===== config.mk =====
export PLATFORM = sky130hd
export DESIGN_NAME = ioexp_slave
export DESIGN_NICKNAME = d
export VERILOG_FILES = /design/src/rtl/ioexp_slave.sv
export SDC_FILE = /design/constraint.sdc
export NUM_CORES = 1
export LEC_CHECK = 0
export BUFFER_PORTS_ARGS = -buffer_cell sky130_fd_sc_hd__buf_4
export CORE_MARGIN = 2
export CORE_UTILIZATION = 30
export CTS_CLUSTER_DIAMETER = 60
export CTS_CLUSTER_SIZE = 40
export DETAILED_ROUTE_END_ITERATION = 16
export HOLD_SLACK_MARGIN = 0.15
export PLACE_DENSITY = 0.44
export SYNTH_ARGS = -nofsm -noshare
export SYNTH_HDL_FRONTEND = slang
export SYNTH_SLANG_ARGS = --single-unit
export TNS_END_PERCENT = 20

===== constraint.sdc =====
create_clock -name clk -period 4.34 [get_ports clk]
set_input_delay 0.434 -clock clk [delete_from_list [all_inputs] [get_ports clk]]
set_output_delay 0.434 -clock clk [all_outputs]
set_load 0.02 [all_outputs]

===== src/rtl/ioexp_slave.sv =====
module ioexp_slave #(
  parameter int PORT_W = 8
) (
  input  logic              clk,
  input  logic              rst_n,
  input  logic              sel_n,
  input  logic              ser_clk,
  input  logic              ser_in,
  input  logic              echo_mode,
  input  logic [3:0]        strap,
  input  logic [PORT_W-1:0] port_in,
  output logic              ser_out,
  output logic              ser_oe,
  output logic [PORT_W-1:0] port_out,
  output logic [PORT_W-1:0] port_oe,
  output logic              flag
);
  localparam int CW = 5;
  localparam logic [CW-1:0] FRAME_LEN = CW'(16);
  localparam logic [CW-1:0] ADDR_LAST = CW'(4);
  localparam logic [CW-1:0] CMD_LAST  = CW'(7);
  localparam logic [CW-1:0] DATA_FIRST = CW'(8);
  localparam logic [2:0] OP_WRITE = 3'b001, OP_DRIVE = 3'b010,
                         OP_RDREG = 3'b100, OP_SET = 3'b101, OP_CLR = 3'b110;

  logic [2:0] ck_p, en_p;
  logic [3:0] di_p;
  logic       active, matched, sdo_q, sdo_oe_q, flag_q;
  logic [CW-1:0] cnt;
  logic [PORT_W+2:0] rx;
  logic [2:0] cmd_q;
  logic [PORT_W-1:0] snap, oreg, pout, pen;

  wire ck_rise = ck_p[1] & ~ck_p[2];
  wire ck_fall = ~ck_p[1] & ck_p[2];
  wire en_fall = ~en_p[1] & en_p[2];
  wire en_rise = en_p[1] & ~en_p[2];
  wire bit_in  = (di_p[1] & di_p[2]) | (di_p[1] & di_p[3]) | (di_p[2] & di_p[3]);
  wire exec    = en_rise & active & matched & (cnt == FRAME_LEN);
  wire [2:0] op = rx[PORT_W+2:PORT_W];

  wire addr_hit = echo_mode ? ({rx[1:0], bit_in} == strap[2:0])
                            : ({rx[2:0], bit_in} == strap);
  wire [PORT_W-1:0] dsel = (cmd_q == OP_RDREG) ? oreg : snap;
  wire [2:0] ridx = ~cnt[2:0];
  wire reply_bit = (cnt >= DATA_FIRST) ? dsel[ridx] :
                   echo_mode ? rx[0] : (cnt == CMD_LAST);

  always_ff @(posedge clk or negedge rst_n) begin
    if (!rst_n) begin
      ck_p <= '0;
      en_p <= '1;
      di_p <= '0;
    end else begin
      ck_p <= {ck_p[1:0], ser_clk};
      en_p <= {en_p[1:0], sel_n};
      di_p <= {di_p[2:0], ser_in};
    end
  end

  always_ff @(posedge clk or negedge rst_n) begin
    if (!rst_n) begin
      active   <= 1'b0;
      matched  <= 1'b0;
      cnt      <= '0;
      rx       <= '0;
      cmd_q    <= '0;
      snap     <= '0;
      sdo_q    <= 1'b0;
      sdo_oe_q <= 1'b0;
    end else if (en_fall) begin
      active   <= 1'b1;
      matched  <= 1'b0;
      cnt      <= '0;
      snap     <= port_in;
      sdo_oe_q <= 1'b0;
    end else if (en_rise) begin
      active   <= 1'b0;
      matched  <= 1'b0;
      cnt      <= '0;
      sdo_oe_q <= 1'b0;
    end else if (active && ck_rise) begin
      rx <= {rx[PORT_W+1:0], bit_in};
      if (cnt != '1) cnt <= cnt + 1'b1;
      if (cnt == ADDR_LAST) matched <= addr_hit;
      if (cnt == CMD_LAST) cmd_q <= {rx[1:0], bit_in};
    end else if (active && ck_fall && matched && cnt < FRAME_LEN) begin
      sdo_oe_q <= 1'b1;
      sdo_q    <= reply_bit;
    end
  end

  always_ff @(posedge clk or negedge rst_n) begin
    if (!rst_n) begin
      oreg   <= '0;
      pout   <= '0;
      pen    <= '0;
      flag_q <= 1'b0;
    end else if (exec) begin
      case (op)
        OP_WRITE: oreg <= rx[PORT_W-1:0];
        OP_DRIVE: begin
          pout <= oreg;
          pen  <= '1;
        end
        OP_SET:   flag_q <= 1'b1;
        OP_CLR:   flag_q <= 1'b0;
        default:  ;
      endcase
    end
  end

  assign ser_out  = sdo_q;
  assign ser_oe   = sdo_oe_q;
  assign port_out = pout;
  assign port_oe  = pen;
  assign flag     = flag_q;


  oe_needs_match_chk: assert property (@(posedge clk) disable iff (!rst_n)
    sdo_oe_q |-> matched);

  oe_in_frame_chk: assert property (@(posedge clk) disable iff (!rst_n)
    !active |-> !sdo_oe_q);

  reg_write_gated_chk: assert property (@(posedge clk) disable iff (!rst_n)
    !$stable(oreg) |-> $past(exec));

  port_drive_gated_chk: assert property (@(posedge clk) disable iff (!rst_n)
    !$stable(pen) |-> $past(exec));

  count_cleared_chk: assert property (@(posedge clk) disable iff (!rst_n)
    en_rise |=> cnt == '0);

  flag_set_gated_chk: assert property (@(posedge clk) disable iff (!rst_n)
    $rose(flag_q) |-> $past(exec));
endmodule


==> results.sh <==
export IMPL_grt_pass1_vias=1636
export IMPL_cts_resized=0
export IMPL_ctsHoldBuffers=0
export IMPL_tritoncts="built"
export IMPL_regToRegEndpoint="port_out[2]$_DFFE_PN0P_"
export IMPL_crit_fanout=10
export IMPL_nNetsFinal=243
export IMPL_grt_pass1_wl_um=8507
export IMPL_status="finished, final reports clean"
export IMPL_p_leak_nw=1.453
export IMPL_tns_ns=0
export IMPL_cts_buffers=9
export IMPL_port_buffers=36
export IMPL_clkTransAtPathRegs_ns=0.06
export IMPL_synth_top_flop_cell="dfrtp_1"
export IMPL_worstRegToRegCells=6
export IMPL_wl_um=5036
export IMPL_core_area_mm2=0.008299
export IMPL_setup_viol=0
export IMPL_critPathArrivalTime_ns=2.62
export IMPL_synth_area_mm2=0.002581
export IMPL_synth_seq_cells=59
export IMPL_yosysTopAreaCellShare_pct=54.29
export IMPL_area_growth_synth_to_final_pct=19.78
export IMPL_drv_cap=0
export IMPL_maxSlewHeadroom_pct=50.46
export IMPL_ys_warn_count=0
export IMPL_clock_sinks=59
export IMPL_hold_violations=0
export IMPL_async_reset_ff_share_pct=100.0
export IMPL_layout_min_cycle_time_ns=2.397
export IMPL_layout_common_cells="dfrtp_1 (56), mux2_2 (39), buf_4 (37)"
export IMPL_dp_cells=314
export IMPL_antenna_cells=0
export IMPL_htreeDepth=3
export IMPL_hold_class="input port to async pin"
export IMPL_layout_drive_gt1_share_pct=45.54
export IMPL_cts_root_buf="clkbuf_8"
export IMPL_crit_reg2reg_launch="cnt[0]$_DFFE_PN0P_"
export IMPL_grt_overflow_total=0
export IMPL_p_total_mw=1.241
export IMPL_dp_hpwl_um=3559
export IMPL_register_area_mm2=0.001480
export IMPL_io_pins=37
export IMPL_synth_cells=184
export IMPL_firstDrtPassIters=4
export IMPL_end_kind="flop"
export IMPL_crit_path_start_kind="flop"
export IMPL_wire_per_inst_um=15.31
export IMPL_die_h_um=96.76
export IMPL_slew_violations=0
export IMPL_powerDensity_mw_per_mm2=401.4
export IMPL_drtAntennaViolNets=0
export IMPL_initial_core_util_pct=31.10
export IMPL_finalNonFillerCells=329
export IMPL_critical_path_class="flop to flop"
export IMPL_r2r_slack_ns=1.94
export IMPL_tightest_slew_ns=0.7431
export IMPL_final_common_cell="dfrtp_1"
export IMPL_fin_crit_sh_pct=55.22
export IMPL_drt_iter0_markers=54
export IMPL_vias=1520
export IMPL_worstSkewPairLatency_ns=0.34
export IMPL_gp_congestion=0.7333
export IMPL_ys_types=42
export IMPL_rsz0062_at_grt="false"
export IMPL_viasPerCell=4.620
export IMPL_ys_seq_area_share_pct=57.34
export IMPL_synth_edf_count=0
export IMPL_required_ns=4.56
export IMPL_synth_nets=207
export IMPL_cts_setup_buffers=0
export IMPL_grt_max_degree=60
export IMPL_multi_input_comb_area_mm2=0.001001
export IMPL_clock_fmax_ghz=0.4172
export IMPL_crit_end="port_out[2]$_DFFE_PN0P_"
export IMPL_rows=33
export IMPL_drc=0
export IMPL_die_area_mm2=0.009363
export IMPL_grt_usage_pct=11.83
export IMPL_skew_ns=0.006709
export IMPL_clockBufferDepth=2
export IMPL_syn_avg_cell_area_um2=14.03
export IMPL_fillers=826
export IMPL_synthTopCellsByArea="dfrtp_1 (54%), mux2_2 (17%), dfstp_2 (3.1%)"
export IMPL_vdd_ir_drop_max_mv=0.2064
export IMPL_startpoint="cnt[0]$_DFFE_PN0P_"
export IMPL_die_width_um=96.76
export IMPL_synth_area_leader_cell="dfrtp_1"
export IMPL_antenna_found_initial=0
-- cells by family after synthesis --
logic type / count (synthesis) / share of synthesized area [%]
DFF: 59 / 57.34
muxes: 47 / 21.23
and+or+nand+nor: 32 / 7.998
AOI/OAI and AO/OA: 18 / 5.381
buffers and inverters: 18 / 3.878
adders and majority gates: 6 / 2.811
xor gates and xnor gates: 4 / 1.357
-- report_power, final --
part	switching (mW)	internal, mW	leakage (nW)
logic	0.0652	0.0796	0.589
clock network	0.204	0.249	0.0953
registers	0.0518	0.592	0.768
total	0.321	0.920	1.45
-- metrics by stage --
| stage | hold slack, ns | area (µm²) | utilization (%) | setup slack [ns] |
|---|---|---|---|---|
| after floorplan | 0.1384 | 2581 | - | 2.309 |
| after global placement | 0.3353 | 2913 | 35.10 | 1.946 |
| after detailed placement | 0.3418 | 2913 | 35.10 | 1.905 |
| after CTS | 0.1762 | 3092 | 37.25 | 1.881 |
| after global routing | 0.1734 | 3092 | 37.25 | 1.726 |
| final | 0.1533 | 3092 | 37.25 | 1.943 |
-- layout make-up --
class	instances	area share, %
well taps	105	4.249
clock inverters	2	0.3238
repair buffers	37	8.984
clock buffers	13	5.463
inverters	6	0.7284
multi-input cells	107	32.38
flip-flops and latches	59	47.88
-- routing by layer --
metal / wire (µm) / track usage, %
met2: 2285 / 16.83
met3: 181 / 3.685
met1: 2443 / 16.03
met4: 127 / 6.501
met5: 0 / 0
-- worst max-delay path: stages (launching register included) --
cell and delay [ns]:
dfrtp_1 0.56, inv_1 0.18, ha_1 0.19, nand4_1 0.14, nor4_4 0.22, nor4b_4 0.59, mux2_2 0.40
-- flip-flops by register name (all words and copies together), names as in the netlist --
register and cells:
ser_out 1, flag 1, cnt 5, rx 11, di_p 4, matched 1
cmd_q 3, port_out 8, oreg 8, ser_oe 1, active 1, en_p 3
snap 8, port_oe 1, ck_p 3
-- synth_stat cells, types with 2 or more instances --
library cell / number
nor2_1: 3
mux2i_1: 6
dfrtp_1: 56
inv_1: 5
mux2_2: 39
buf_2: 2
nand3_1: 5
nand4_1: 3
ha_1: 5
or2_2: 2
nor3b_1: 2
a31o_2: 2
a31oi_1: 2
o21ai_0: 4
xnor2_1: 3
dfstp_2: 3
nand2_1: 9
buf_4: 8
o2111ai_1: 2
-- worst min path at each step --
stage	slack (ns)	startpoint	endpoint	depth (start not counted)
2_1_floorplan	0.14	rst_n	active$_DFFE_PN0N_	0
3_3_place_gp	0.34	ck_p[0]$_DFF_PN0_	ck_p[1]$_DFF_PN0_	0
3_5_place_dp	0.34	ck_p[0]$_DFF_PN0_	ck_p[1]$_DFF_PN0_	0
4_1_cts	0.18	rst_n	snap[5]$_DFFE_PN0P_	1
5_1_grt	0.17	ser_clk	ck_p[0]$_DFF_PN0_	1
6_report	0.15	rst_n	snap[5]$_DFFE_PN0P_	1
Note: power is estimated with default switching activity, not from simulation.
